## src/rtl/rsr_pkg.sv

```systemverilog
`timescale 1ns/1ps
package rsr_pkg;
  typedef enum logic {
    CH_IDLE = 1'b0,
    CH_RUN  = 1'b1
  } ch_state_e;
endpackage

```

## src/rtl/rsr_ring.sv

```systemverilog
`timescale 1ns/1ps
module rsr_ring #(
  parameter int ADDR_W  = 16,
  parameter int WORDS_W = 8
) (
  input  logic               clk_i,
  input  logic               rst_ni,
  input  logic               init_i,
  input  logic [ADDR_W-1:0]  cfg_base_i,
  input  logic [WORDS_W-1:0] cfg_len_i,
  input  logic               store_i,
  input  logic               ack_valid_i,
  input  logic [WORDS_W-1:0] ack_words_i,
  output logic               active_o,
  output logic               room_o,
  output logic [ADDR_W-1:0]  mem_addr_o,
  output logic [WORDS_W-1:0] rx_count_o
);
  import rsr_pkg::*;

  localparam logic [WORDS_W-1:0] ONE = WORDS_W'(1);

  ch_state_e          state_q;
  logic [ADDR_W-1:0]  base_q;
  logic [WORDS_W-1:0] len_q, off_q, occ_q, cnt_q;
  logic [WORDS_W-1:0] off_nxt, occ_add, ack_eff, occ_nxt;
  logic               active, last_slot;

  assign active    = (state_q == CH_RUN);
  assign last_slot = (off_q == len_q - ONE);
  assign off_nxt   = last_slot ? '0 : off_q + ONE;

  // store reserves first, then the acknowledge is clamped at zero
  assign occ_add = occ_q + (store_i ? ONE : '0);
  assign ack_eff = (active && ack_valid_i) ? ack_words_i : '0;
  assign occ_nxt = (ack_eff >= occ_add) ? '0 : occ_add - ack_eff;

  always_ff @(posedge clk_i or negedge rst_ni) begin
    if (!rst_ni) begin
      state_q <= CH_IDLE;
      base_q  <= '0;
      len_q   <= '0;
      off_q   <= '0;
      occ_q   <= '0;
      cnt_q   <= '0;
    end else if (init_i) begin
      state_q <= CH_RUN;
      base_q  <= cfg_base_i;
      len_q   <= cfg_len_i;
      off_q   <= '0;
      occ_q   <= '0;
      cnt_q   <= '0;
    end else if (active) begin
      occ_q <= occ_nxt;
      if (store_i) begin
        off_q <= off_nxt;
        cnt_q <= cnt_q + ONE;
      end
    end
  end

  assign active_o   = active;
  assign room_o     = active && (occ_q != len_q);
  assign mem_addr_o = base_q + ADDR_W'(off_q);
  assign rx_count_o = cnt_q;

  assert_full_no_store_R6: assert property (@(posedge clk_i) disable iff (!rst_ni)
    (occ_q == len_q) |-> !store_i);
  assert_occ_bounded_R8: assert property (@(posedge clk_i) disable iff (!rst_ni)
    occ_q <= len_q);
  assert_off_in_region_R5: assert property (@(posedge clk_i) disable iff (!rst_ni)
    (active && len_q != '0) |-> (off_q < len_q));
  assert_count_step_R9: assert property (@(posedge clk_i) disable iff (!rst_ni)
    (store_i && !init_i) |=> (cnt_q == $past(cnt_q) + ONE));
endmodule

```

## src/rtl/rsr_front.sv

```systemverilog
`timescale 1ns/1ps
module rsr_front #(
  parameter int ADDR_W = 16
) (
  input  logic              clk_i,
  input  logic              rst_ni,
  input  logic              init_i,
  input  logic [ADDR_W-1:0] cfg_listen_i,
  input  logic              active_i,
  input  logic              room_i,
  input  logic [ADDR_W-1:0] rx_addr_i,
  input  logic              rx_av_i,
  input  logic              rx_empty_i,
  input  logic              mem_wait_i,
  output logic              rx_re_o,
  output logic              mem_we_o,
  output logic              store_o
);
  logic [ADDR_W-1:0] listen_q;
  logic              sel_q;
  logic              head_ok, data_here;

  assign head_ok   = active_i && !rx_empty_i;
  assign data_here = head_ok && !rx_av_i;
  assign mem_we_o  = data_here && sel_q && room_i;
  assign store_o   = mem_we_o && !mem_wait_i;
  // address words always pop; unselected data drops; selected data pops on accept
  assign rx_re_o   = head_ok && (rx_av_i || !sel_q || store_o);

  always_ff @(posedge clk_i or negedge rst_ni) begin
    if (!rst_ni) begin
      listen_q <= '0;
      sel_q    <= 1'b0;
    end else if (init_i) begin
      listen_q <= cfg_listen_i;
      sel_q    <= 1'b0;
    end else if (rx_re_o && rx_av_i) begin
      sel_q <= (rx_addr_i == listen_q);
    end
  end

  assert_idle_quiet_R1: assert property (@(posedge clk_i) disable iff (!rst_ni)
    !active_i |-> (!rx_re_o && !mem_we_o));
  assert_drop_no_write_R11: assert property (@(posedge clk_i) disable iff (!rst_ni)
    (rx_re_o && !rx_av_i && !sel_q) |-> !mem_we_o);
endmodule

```

## src/rtl/rsr_irq.sv

```systemverilog
`timescale 1ns/1ps
module rsr_irq (
  input  logic clk_i,
  input  logic rst_ni,
  input  logic set_i,
  input  logic clr_i,
  output logic irq_o
);
  logic irq_q;

  always_ff @(posedge clk_i or negedge rst_ni) begin
    if (!rst_ni)     irq_q <= 1'b0;
    else if (set_i)  irq_q <= 1'b1;
    else if (clr_i)  irq_q <= 1'b0;
  end

  assign irq_o = irq_q;

  assert_clear_only_R10: assert property (@(posedge clk_i) disable iff (!rst_ni)
    (irq_q && !clr_i) |=> irq_q);
endmodule

```

## src/rtl/rsr_channel.sv

```systemverilog
`timescale 1ns/1ps
module rsr_channel #(
  parameter int DATA_W  = 32,
  parameter int ADDR_W  = 16,
  parameter int WORDS_W = 8
) (
  input  logic               clk_i,
  input  logic               rst_ni,
  input  logic               init_i,
  input  logic [ADDR_W-1:0]  cfg_base_i,
  input  logic [WORDS_W-1:0] cfg_len_i,
  input  logic [ADDR_W-1:0]  cfg_listen_i,
  input  logic               ack_valid_i,
  input  logic [WORDS_W-1:0] ack_words_i,
  input  logic               irq_clr_i,
  input  logic [DATA_W-1:0]  rx_data_i,
  input  logic               rx_av_i,
  input  logic               rx_empty_i,
  output logic               rx_re_o,
  output logic [ADDR_W-1:0]  mem_addr_o,
  output logic               mem_we_o,
  output logic [DATA_W-1:0]  mem_data_o,
  input  logic               mem_wait_i,
  output logic               irq_o,
  output logic [WORDS_W-1:0] rx_count_o
);
  logic active, room, store;

  rsr_ring #(.ADDR_W(ADDR_W), .WORDS_W(WORDS_W)) ring_i (
    .clk_i       (clk_i),
    .rst_ni      (rst_ni),
    .init_i      (init_i),
    .cfg_base_i  (cfg_base_i),
    .cfg_len_i   (cfg_len_i),
    .store_i     (store),
    .ack_valid_i (ack_valid_i),
    .ack_words_i (ack_words_i),
    .active_o    (active),
    .room_o      (room),
    .mem_addr_o  (mem_addr_o),
    .rx_count_o  (rx_count_o)
  );

  rsr_front #(.ADDR_W(ADDR_W)) front_i (
    .clk_i        (clk_i),
    .rst_ni       (rst_ni),
    .init_i       (init_i),
    .cfg_listen_i (cfg_listen_i),
    .active_i     (active),
    .room_i       (room),
    .rx_addr_i    (rx_data_i[ADDR_W-1:0]),
    .rx_av_i      (rx_av_i),
    .rx_empty_i   (rx_empty_i),
    .mem_wait_i   (mem_wait_i),
    .rx_re_o      (rx_re_o),
    .mem_we_o     (mem_we_o),
    .store_o      (store)
  );

  rsr_irq irq_i (
    .clk_i  (clk_i),
    .rst_ni (rst_ni),
    .set_i  (store),
    .clr_i  (irq_clr_i),
    .irq_o  (irq_o)
  );

  assign mem_data_o = rx_data_i;

  assert_wait_holds_R4: assert property (@(posedge clk_i) disable iff (!rst_ni)
    (mem_we_o && mem_wait_i && !init_i) |=> $stable(mem_addr_o));
  assert_wait_no_pop_R4: assert property (@(posedge clk_i) disable iff (!rst_ni)
    (mem_we_o && mem_wait_i) |-> !rx_re_o);
  assert_store_flags_R10: assert property (@(posedge clk_i) disable iff (!rst_ni)
    (mem_we_o && !mem_wait_i && !init_i) |=> irq_o);
endmodule

```

## config.mk

```make
export PLATFORM = sky130hd
export DESIGN_NAME = rsr_channel
export DESIGN_NICKNAME = d
export VERILOG_FILES = /design/src/rtl/rsr_pkg.sv /design/src/rtl/rsr_ring.sv /design/src/rtl/rsr_front.sv /design/src/rtl/rsr_irq.sv /design/src/rtl/rsr_channel.sv
export SDC_FILE = /design/constraint.sdc
export NUM_CORES = 1
export LEC_CHECK = 0
export BUFFER_PORTS_ARGS = -buffer_cell sky130_fd_sc_hd__buf_4
export CELL_PAD_IN_SITES_DETAIL_PLACEMENT = 1
export CELL_PAD_IN_SITES_GLOBAL_PLACEMENT = 1
export CORE_MARGIN = 5
export CORE_UTILIZATION = 41
export CTS_CLUSTER_DIAMETER = 50
export CTS_CLUSTER_SIZE = 12
export DETAILED_ROUTE_END_ITERATION = 10
export PLACE_DENSITY_LB_ADDON = 0.1
export REMOVE_ABC_BUFFERS = 1
export SKIP_LAST_GASP = 1
export SYNTH_ARGS = -nofsm -noshare
export SYNTH_HDL_FRONTEND = slang
export SYNTH_SLANG_ARGS = --single-unit
```

## constraint.sdc

```tcl
create_clock -name clk_i -period 10.6 [get_ports clk_i]
set_input_delay 1.06 -clock clk_i [delete_from_list [all_inputs] [get_ports clk_i]]
set_output_delay 1.06 -clock clk_i [all_outputs]
set_load 0.01 [all_outputs]
```

==> results.md, run 1 <==
* DR pass1 iterations at 4
* Headroom to the max-slew limit at 0.422
* Cell area after synthesis at around 0.0046 mm2
* Worst Path Class, Setup: reg -> out
* Sequential Area at between 0.0015 and 0.002 mm2
* Vias/cell at ~5.4
* Hold Vio Cnt, Final at 0
* RSZ-0062 raised after global routing: no
* Post-synth EDFFs at 0
* CTS tree: built
* Largest net degree at the start of global routing at 68
* Pwr Total at between 800 and 900 uW
* Seq cells post-synth at between 60 and 70
* Iter 0 DRT Violations at between 70 and 80
* Setup-failing EPs final at 0
* Max cap viols at 0
* VDD IR max at 0.0000910 V
* Setup_tns at 0 ns
* Fmax at about 260 MHz
* Critical path fanouts, max at 6
* I/O pin total at about 150
* WL final at between 10,000 and 15,000 um
* Avg Inst Size Synth at approximately 9.6 um2
* Cell Rows at 38
* Initial core utilization at 0.423
* Hold WC Path Type: reg -> reg
* Die W at between 100 and 150 um
* Vias in the first global route at just over 4,000
* Die ar. at 0.0135 mm2
* Port bufs at around 110
* # DRC at 0
* GRT Total Usage at 0.194
* H-tree depth at 3
* Final Max Tran Viols at 0
* Detail Route Antenna Nets at 0
* Final Net Count at 671
* Leakage power at 2.49 nW
* P per Cell Area at between 100 and 150 mW/mm2
* Layout cells sized above 1 at 0.319
* Initial antenna violation count at 0
* Min Tclk post-route at a little under 4 ns
* Post-CTS setup buffer count at 0
* Cell count after synthesis at 483
* Placeable Area at 0.0109 mm2
* Max clock buf depth at 2
* DIE HEIGHT at approximately 120 um
* Synth Flop Type: dfrtp_1
* Synth warn at 0
* Hold-fix buffer count after cts at 0
* CTS resizes at 0
* Crit end category: primary output
* Startpoint type of the worst setup path: register
* Global placer's final weighted congestion at 0.752
* TritonCTS Buffers at 9
* Post-synthesis to final-layout area growth at 21.8%
* Dpl hpwl at approximately 9000 um
* Seq/Total Area, Yosys at 0.362
* Clk sinks at between 60 and 70
* Worst-margin pin slew at just under 0.9 ns
* Root Driver: clkbuf_16
* First-pass GRT wire length at around 20,000 um
* Via Count at ~3,800
* Critical path required time at between 9 and 10 ns
* Clock Skews at 0.00724 ns
* Latest clock arrival within the worst-skew pair at between 0.3 and 0.4 ns
* # diodes at 0
* Synth cell types at ~60
* Outcome: complete, no violations
* Total gr overflow at 0
* Wirelength per Cell at 17.5 um
* Arr. time, crit path at between 2 and 3 ns
* Filler Cell Count at around 1,300
* Clock transition at the registers of the reported paths at about 0.060 ns
* FFs w/ async S/R, synth at 1.00
* Period utilization at 0.363
* Multi-input gate area in the final layout at about 0.0026 mm2
-- routing by layer --
metal  global-route usage  part of all wire  vias to the layer above  routed length [um]
li1                     -                 -                     1827                   -
met1                0.224              0.41                     1860                5040
met2                0.346              0.52                       78                6470
met3               0.0482             0.048                       17                 587
met4               0.0704             0.019                        0                 235
met5                    0                 0                        -                   0
-- Yosys cell counts, drive strengths merged (9+ instances only) --
| cell | instances | area, um2 |
|---|---|---|
| nand3 | 14 | 70.1 |
| o21ai | 23 | 115 |
| nor2b | 9 | 56.3 |
| nor2 | 32 | 120 |
| nand4 | 9 | 56.3 |
| xor2 | 17 | 156 |
| xnor2 | 38 | 333 |
| buf | 35 | 258 |
| nand2 | 38 | 143 |
| a21oi | 17 | 85.1 |
| ha | 21 | 263 |
| inv | 23 | 86.3 |
| mux2 | 34 | 383 |
| nor3 | 15 | 85.1 |
| clkbuf | 14 | 53.8 |
| dfrtp | 67 | 1680 |
-- per-stage QoR --
stage	instance area, um2	worst slack [ns]	std cells	hold slack, ns	utilization
finish	5630	6.75	705	0.510	0.515
global route	5630	6.49	705	0.525	0.515
CTS	5630	6.70	705	0.518	0.515
detailed placement	5350	6.42	689	0.504	0.490
global placement	5350	6.55	689	0.493	0.490
floorplan	4320	6.49	434	0.485	-
-- cell usage in the layout, fill, tap and decap left out, drive strengths merged, types with 10 or more instances in the layout --
cell / n
a21oi: 17
buf: 115
clkbuf: 10
dfrtp: 67
ha: 21
inv: 23
mux2: 34
nand2: 38
nand3: 14
nor2: 32
nor3: 15
o21ai: 23
xnor2: 38
xor2: 17
-- cell type report --
cell class                 count  share of cell area
clock buffer                  10              0.0424
clock inverter                 6             0.00733
inverter                      23              0.0153
multi-input combinational    344               0.453
sequential                    67               0.298
tap                          140              0.0311
timing repair buffer         115               0.153
-- logic make-up after synthesis --
family / Yosys count / share of synthesized area
simple gates: 145 / 0.157
flops: 67 / 0.362
mux: 34 / 0.0827
xor+xnor: 55 / 0.106
buf+inv: 72 / 0.0860
compound gates: 87 / 0.140
fa+ha+maj: 23 / 0.0654
-- path summary, 6_finish.rpt --
| kind | cells after the start | slack [ns] | to | from |
|---|---|---|---|---|
| setup / recovery | 10 | 6.75 | mem_addr_o[14] | ring_i.off_q[0]$_DFFE_PN0P_ |
| setup reg to reg | 14 | 6.93 | ring_i.occ_q[6]$_DFFE_PN0P_ | ring_i.len_q[0]$_DFFE_PN0P_ |
| hold reg to reg | 1 | 0.51 | ring_i.base_q[6]$_DFFE_PN0P_ | ring_i.base_q[6]$_DFFE_PN0P_ |
| hold / removal | 1 | 0.51 | ring_i.base_q[6]$_DFFE_PN0P_ | ring_i.base_q[6]$_DFFE_PN0P_ |
| max in group asynchronous | 1 | 9.20 | ring_i.off_q[3]$_DFFE_PN0P_ | rst_ni |
| min in group asynchronous | 1 | 0.83 | ring_i.base_q[15]$_DFFE_PN0P_ | rst_ni |
-- sequential cells by signal, summed over array words and instances (netlist names) --
signal and flops:
front_i.listen_q 16, ring_i.base_q 16, ring_i.len_q 8, ring_i.occ_q 8, ring_i.off_q 8, ring_i.rx_count_o 8
front_i.sel_q 1, irq_i.irq_o 1, ring_i.active_o 1
-- worst max-delay path: stages (launching register included) --
cell and delay, ns:
dfrtp_1 0.45, ha_1 0.20, inv_1 0.06, fa_1 0.39, nor2b_1 0.13, o21ai_1 0.08, a21boi_1 0.27, o31ai_2 0.17
a2111oi_2 0.38, xor2_1 0.18, buf_4 0.14
-- power breakdown --
part / total [mW] / internal [mW] / switching, mW
logic: 0.236 / 0.120 / 0.117
clock network: 0.280 / 0.164 / 0.116
registers: 0.310 / 0.280 / 0.0305
Note: power is estimated with default switching activity, not from simulation.
==> inputs of run 2 (changes only) <==
--- a/config.mk
+++ b/config.mk
@@ -9,7 +9,7 @@
 export CELL_PAD_IN_SITES_DETAIL_PLACEMENT = 1
 export CELL_PAD_IN_SITES_GLOBAL_PLACEMENT = 1
 export CORE_MARGIN = 5
-export CORE_UTILIZATION = 41
+export CORE_UTILIZATION = 39
 export CTS_CLUSTER_DIAMETER = 50
 export CTS_CLUSTER_SIZE = 12
 export DETAILED_ROUTE_END_ITERATION = 10
==> constraint.sdc (replaced) <==
create_clock -name clk_i -period 3.56 [get_ports clk_i]
set_input_delay 0.356 -clock clk_i [delete_from_list [all_inputs] [get_ports clk_i]]
set_output_delay 0.356 -clock clk_i [all_outputs]
set_load 0.01 [all_outputs]
==> results.md, run 2 (synthesized netlist as in run 1, its figures left out) <==
* First-pass GRT wire length at 20,800 um (was 20,300 um)
* Clock Skews at 0.00486 ns (was 0.00724 ns)
* Initial core utilization at 0.402 (was 0.423)
* Latest clock arrival within the worst-skew pair at 0.34 ns (about the same)
* Clk sinks at 67 (unchanged)
* Vias/cell at 5.29 (was 5.36)
* Reg2Reg Depth at 15 (was 14)
* CTS tree: built (unchanged)
* I/O pin total at 147 (unchanged)
* Outcome: complete, no violations (unchanged)
* Max clock buf depth at 2 (unchanged)
* Crit end category: register (was primary output)
* Worst Path Class, Setup: reg -> reg (was reg -> out)
* Dpl ws at 0.00355 ns (was 6.42 ns)
* Port bufs at 114 (unchanged)
* Cell Rows at 39 (was 38)
* Root Driver: clkbuf_16 (unchanged)
* Final Max Tran Viols at 0 (unchanged)
* GRT Total Usage at 0.184 (was 0.194)
* DIE HEIGHT at 119 um (was 116 um)
* DR pass1 iterations at 4 (unchanged)
* Global placer's final weighted congestion at 0.771 (was 0.752)
* Critical path required time at 3.84 ns (was 9.54 ns)
* Final Net Count at 682 (was 671)
* TritonCTS Buffers at 9 (unchanged)
* Commonest non-fill, non-tap cell in the layout: buf_4 (unchanged)
* Die W at 119 um (was 116 um)
* Post-synthesis to final-layout area growth at 26.1% (was 21.8%)
* # DRC at 0 (unchanged)
* Largest net degree at the start of global routing at 68 (unchanged)
* Hold Vio Cnt, Final at 0 (unchanged)
* Clock transition at the registers of the reported paths at 0.05 ns (was 0.06 ns)
* Final WS setup at 0.200 ns (was 6.75 ns)
* H-tree depth at 3 (unchanged)
* Max cap viols at 0 (unchanged)
* Setup-failing EPs final at 0 (unchanged)
* RR Startpoint: ring_i.len_q[6]$_DFFE_PN0P_ (was ring_i.len_q[0]$_DFFE_PN0P_)
* Leakage power at 2.59 nW (was 2.49 nW)
* Area after DPL at 0.00539 mm2 (was 0.00535 mm2)
* Fmax at slightly below 300 MHz
* P per Cell Area at 469 mW/mm2 (was 147 mW/mm2)
* Hold-fix buffer count after cts at 0 (unchanged)
* Period utilization at 0.944
* Iter 0 DRT Violations at 168 (was 79)
* Worst hold margin at 0.131 ns (was 0.510 ns)
* Critical R2R Capture: ring_i.occ_q[6]$_DFFE_PN0P_ (unchanged)
* Worst-margin pin slew at 0.874 ns (was 0.867 ns)
* Startpoint type of the worst setup path: register (unchanged)
* Min Tclk post-route at roughly 3.4 ns
* WL final at 12,600 um (was 12,300 um)
* Total gr overflow at 0 (unchanged)
* Largest registers: front_i.listen_q x16, ring_i.base_q x16 (unchanged)
* Arr. time, crit path at 3.64 ns (was 2.79 ns)
* Layout cells sized above 1 at 0.352 (was 0.319)
* Detail Route Antenna Nets at 0 (unchanged)
* Pwr Total at 2.73 mW (was 826 uW)
* Vias in the first global route at 4,133 (was 4,154)
* Final instance area at 0.00583 mm2 (was 0.00563 mm2)
* Critical path fanouts, max at 5 (was 6)
* Dpl hpwl at 9460 um (was 9250 um)
* Most frequent cells in the layout: buf_4 (126), dfrtp_1 (60), nand2_1 (38), xnor2_1 (35), mux2_2 (34) (was buf_4 (115), dfrtp_1 (67), xnor2_1 (38), nand2_1 (38), mux2_2 (34))
* Die ar. at 0.0141 mm2 (was 0.0135 mm2)
* Via Count at 3,804 (was 3,782)
* Hold WC Path Type: in -> async (was reg -> reg)
* Initial antenna violation count at 0 (unchanged)
* Reg2reg setup slack at 0.20 ns (was 6.93 ns)
* # diodes at 0 (unchanged)
* Headroom to the max-slew limit at 0.417 (was 0.422)
* Placeable Area at 0.0115 mm2 (was 0.0109 mm2)
* Wirelength per Cell at 17.6 um (was 17.5 um)
* VDD IR max at 0.000362 V (was 0.0000910 V)
==> run 2: cell count changes in the layout (fill, tap and decap cells not counted), sizes merged <==
cell and change:
clkinv -1, buf +11, bufinv +2, clkinvlp -2, clkbuf +1
==> run 2: how the worst max path moves through the flow <==
| stage | to | startpoint | slack (ns) |
|---|---|---|---|
| after floorplan | ring_i.occ_q[6]$_DFFE_PN0P_ | ring_i.len_q[0]$_DFFE_PN0P_ | -0.33 |
| after global placement | ring_i.occ_q[6]$_DFFE_PN0P_ | ring_i.len_q[7]$_DFFE_PN0P_ | 0.15 |
| after detailed placement | ring_i.occ_q[6]$_DFFE_PN0P_ | ring_i.len_q[7]$_DFFE_PN0P_ | 0.004 |
| after CTS | ring_i.occ_q[6]$_DFFE_PN0P_ | ring_i.len_q[7]$_DFFE_PN0P_ | 0.07 |
| after global routing | ring_i.occ_q[6]$_DFFE_PN0P_ | ring_i.len_q[6]$_DFFE_PN0P_ | -0.10 |
| final | ring_i.occ_q[6]$_DFFE_PN0P_ | ring_i.len_q[6]$_DFFE_PN0P_ | 0.20 |
==> run 2: repair_timing <==
item,4_1_cts,5_1_grt
setup endpoints to repair,1,7
pin swaps,0,7
gates resized for setup,1,13
endpoints found under the hold margin,0,0
setup buffers,0,7
==> run 2: report_power, final <==
group          leakage (nW)  internal [mW]  switching [mW]
clock                 0.162          0.653           0.347
sequential            0.833          0.835          0.0901
combinational          1.59          0.420           0.389
total                  2.59           1.91           0.826
==> run 2: layout make-up <==
| cell class | instances | area (um2) |
|---|---|---|
| timing repair buffer | 126 | 946 |
| fill | 1316 | 5680 |
| sequential | 67 | 1690 |
| clock inverter | 5 | 85.1 |
| multi-input combinational | 344 | 2600 |
| clock buffer | 11 | 253 |
| inverter | 23 | 86.3 |
| tap | 143 | 179 |
==> run 2: through the flow <==
step / utilization / cells / setup TNS (ns)
floorplan: - / 434 / -2.07
global placement: 0.468 / 696 / 0
detailed placement: 0.468 / 696 / 0
CTS: 0.498 / 712 / 0
global route: 0.507 / 719 / -0.471
finish: 0.507 / 719 / 0
==> run 2: routing by layer <==
metal / share of wire / vias up / GRT usage
met5: 0 / - / 0
met4: 0.018 / 0 / 0.0681
met3: 0.040 / 16 / 0.0521
met2: 0.53 / 76 / 0.328
met1: 0.42 / 1852 / 0.209
li1: - / 1860 / -
==> run 2: critical path: stages (launching register included) <==
cell      delay (ns)
dfrtp_2         0.45
xnor2_2         0.18
nand4_1         0.15
o21ai_2         0.18
inv_1           0.08
ha_1            0.21
ha_1            0.30
inv_1           0.07
fa_2            0.39
nor2b_1         0.12
o21ai_1         0.10
a21boi_2        0.26
o221ai_4        0.17
a211oi_4        0.30
buf_4           0.16
a32o_1          0.16
==> inputs of run 3 (changes only) <==
--- a/config.mk
+++ b/config.mk
@@ -9,7 +9,8 @@
 export CELL_PAD_IN_SITES_DETAIL_PLACEMENT = 1
 export CELL_PAD_IN_SITES_GLOBAL_PLACEMENT = 1
 export CORE_MARGIN = 5
-export CORE_UTILIZATION = 39
+export CORE_UTILIZATION = 40
+export CTS_BUF_LIST = sky130_fd_sc_hd__clkbuf_2 sky130_fd_sc_hd__clkbuf_4 sky130_fd_sc_hd__clkbuf_8
 export CTS_CLUSTER_DIAMETER = 50
 export CTS_CLUSTER_SIZE = 12
 export DETAILED_ROUTE_END_ITERATION = 10
==> results.md, run 3 (synthesized netlist as in run 1, its figures left out) <==
* Crit end category: register (unchanged)
* Hold-fix buffer count after cts at 0 (unchanged)
* Area after DPL at 0.00539 mm2 (unchanged)
* Vias in the first global route at 4,196 (was 4,133)
* Total gr overflow at 0 (unchanged)
* Final Net Count at 683 (was 682)
* RR Startpoint: ring_i.len_q[4]$_DFFE_PN0P_ (was ring_i.len_q[6]$_DFFE_PN0P_)
* Layout cells sized above 1 at 0.348 (was 0.352)
* Root Driver: clkbuf_8 (was clkbuf_16)
* Clk sinks at 67 (unchanged)
* Vias/cell at 5.28 (was 5.29)
* CTS tree: built (unchanged)
* Dpl hpwl at 9420 um (was 9460 um)
* I/O pin total at 147 (unchanged)
* Initial core utilization at 0.407 (was 0.402)
* Setup_tns at 0 ns (unchanged)
* Hold WC Path Type: in -> async (unchanged)
* Critical path fanouts, max at 5 (unchanged)
* VDD IR max at 0.000343 V (was 0.000362 V)
* Setup-failing EPs final at 0 (unchanged)
* Multi-input gate area in the final layout at 0.00259 mm2 (was 0.00260 mm2)
* Port bufs at 114 (unchanged)
* CP Buf/Inv Count at 3 (unchanged)
* Outcome: complete, no violations (unchanged)
* Global placer's final weighted congestion at 0.787 (was 0.771)
* Wirelength per Cell at 17.2 um (was 17.6 um)
* Arr. time, crit path at 3.66 ns (was 3.64 ns)
* WL final at 12,400 um (was 12,600 um)
* Sequential Area at 0.00168 mm2 (was 0.00169 mm2)
* Final Non-Filler Cells at 720 (was 719)
* TritonCTS Buffers at 9 (unchanged)
* Initial antenna violation count at 0 (unchanged)
* Fmax at 297 MHz (was 298 MHz)
* Headroom to the max-slew limit at 0.416 (was 0.417)
* Hold Vio Cnt, Final at 0 (unchanged)
* Via Count at 3,805 (was 3,804)
* Largest net degree at the start of global routing at 68 (unchanged)
* # DRC at 0 (unchanged)
* Startpoint type of the worst setup path: register (unchanged)
* Min Tclk post-route at 3.36 ns (about the same)
* Pwr Total at 2.44 mW (was 2.73 mW)
* Critical Path Max Stage Delay at 0.45 ns (about the same)
* Cell Rows at 39 (unchanged)
* Crit-path cells: xnor2_1 -> nand4_1 -> o21ai_2 -> inv_1 -> ha_1 -> ha_1 -> inv_1 -> fa_2 -> nor2b_1 -> o21ai_1 -> a21boi_2 -> o221ai_4 -> a211oi_4 -> buf_6 -> a22o_1 (was xnor2_2 -> nand4_1 -> o21ai_2 -> inv_1 -> ha_1 -> ha_1 -> inv_1 -> fa_2 -> nor2b_1 -> o21ai_1 -> a21boi_2 -> o221ai_4 -> a211oi_4 -> buf_4 -> a32o_1)
* Most frequent cells in the layout: buf_4 (126), dfrtp_1 (62), nand2_1 (38), xnor2_1 (36), mux2_2 (34) (was buf_4 (126), dfrtp_1 (60), nand2_1 (38), xnor2_1 (35), mux2_2 (34))
* Reg2reg setup slack at 0.20 ns (about the same)
* # diodes at 0 (unchanged)
* Commonest non-fill, non-tap cell in the layout: buf_4 (unchanged)
* P per Cell Area at 427 mW/mm2 (was 469 mW/mm2)
* DIE HEIGHT at 118 um (was 119 um)
* Critical R2R Capture: ring_i.occ_q[2]$_DFFE_PN0P_ (was ring_i.occ_q[6]$_DFFE_PN0P_)
* Placeable Area at 0.0114 mm2 (was 0.0115 mm2)
* Max clock buf depth at 2 (unchanged)
* Max cap viols at 0 (unchanged)
* Post-synthesis to final-layout area growth at 23.8% (was 26.1%)
* Placed Cells at 696 (unchanged)
* Clock Skews at 0.00874 ns (was 0.00486 ns)
* Final Max Tran Viols at 0 (unchanged)
* Period utilization at 0.945 (was 0.944)
* Reg2Reg Depth at 15 (unchanged)
* Latest clock arrival within the worst-skew pair at 0.36 ns (was 0.34 ns)
* Detail Route Antenna Nets at 0 (unchanged)
* GRT Total Usage at 0.183 (was 0.184)
* Clock transition at the registers of the reported paths at 0.07 ns (was 0.05 ns)
* Slowest cell on the critical path: dfrtp_1 (was dfrtp_2)
* Largest registers: front_i.listen_q x16, ring_i.base_q x16 (unchanged)
* Worst Path Class, Setup: reg -> reg (unchanged)
* Leakage power at 2.54 nW (was 2.59 nW)
* Worst-margin pin slew at 0.876 ns (was 0.874 ns)
* Critical path required time at 3.86 ns (was 3.84 ns)
* Critical path's top delay family: compound AO/OA/AOI/OAI gates (unchanged)
* H-tree depth at 3 (unchanged)
* Filler Cell Count at 1,327 (was 1,316)
* Final instance area at 0.00573 mm2 (was 0.00583 mm2)
* First-pass GRT wire length at 20,900 um (was 20,800 um)
* Iter 0 DRT Violations at 96 (was 168)
* DR pass1 iterations at 4 (unchanged)
* Die W at 118 um (was 119 um)
* Die ar. at 0.0138 mm2 (was 0.0141 mm2)
## run 3: cell count changes in the layout (fill, tap and decap cells not counted)
cell       previous run  this run
xnor2_2               3         2
buf_6                 0         1
clkbuf_16             9         0
clkinv_2              0         1
dfrtp_2               7         5
clkbuf_8              2        11
clkinv_4              2         0
clkbuf_4              0         1
xnor2_1              35        36
dfrtp_1              60        62
## run 3: final cells by class
class                   instances  share of cell area
flip-flops and latches         67               0.294
well taps                     143              0.0312
clock inverters                 4              0.0127
multi-input cells             344               0.453
repair buffers                127               0.167
clock buffers                  12              0.0277
inverters                      23              0.0151
## run 3: power by group
part / internal [mW] / leakage [nW] / total (mW) / switching [mW]
logic: 0.402 / 1.59 / 0.781 / 0.379
clock network: 0.439 / 0.116 / 0.742 / 0.303
registers: 0.832 / 0.836 / 0.921 / 0.0890
## run 3: metrics by stage
step | worst slack, ns | util | hold WS [ns]
floorplan | -0.327 | - | 0.0604
global placement | 0.165 | 0.474 | 0.492
detailed placement | -0.0186 | 0.474 | 0.502
CTS | 0.0542 | 0.495 | 0.139
global route | -0.00843 | 0.504 | 0.187
finish | 0.196 | 0.504 | 0.0951
## run 3: worst max path at each step
stage | start | to | cells after the start | slack, ns
after floorplan | ring_i.len_q[0]$_DFFE_PN0P_ | ring_i.occ_q[6]$_DFFE_PN0P_ | 14 | -0.33
after global placement | ring_i.len_q[7]$_DFFE_PN0P_ | ring_i.occ_q[6]$_DFFE_PN0P_ | 14 | 0.16
after detailed placement | ring_i.len_q[7]$_DFFE_PN0P_ | ring_i.occ_q[6]$_DFFE_PN0P_ | 14 | -0.02
after CTS | ring_i.len_q[7]$_DFFE_PN0P_ | ring_i.occ_q[6]$_DFFE_PN0P_ | 14 | 0.05
after global routing | ring_i.len_q[5]$_DFFE_PN0P_ | ring_i.occ_q[2]$_DFFE_PN0P_ | 15 | -0.008
final | ring_i.len_q[4]$_DFFE_PN0P_ | ring_i.occ_q[2]$_DFFE_PN0P_ | 15 | 0.20
## run 3: routing by layer
metal  global-route usage  wire length (um)  share of wire  up-vias
met5                    0                 0              0        -
met4               0.0401               106         0.0086        0
met3               0.0601               633          0.051        9
met2                0.328              6450           0.52       77
met1                0.211              5210           0.42     1873
li1                     -                 -              -     1846
## run 3: repair_timing
item,in CTS,in global routing
endpoints found under the hold margin,0,0
pin swaps,0,6
setup endpoints to repair,5,8
gates resized for setup,1,11
buffers inserted,0,8
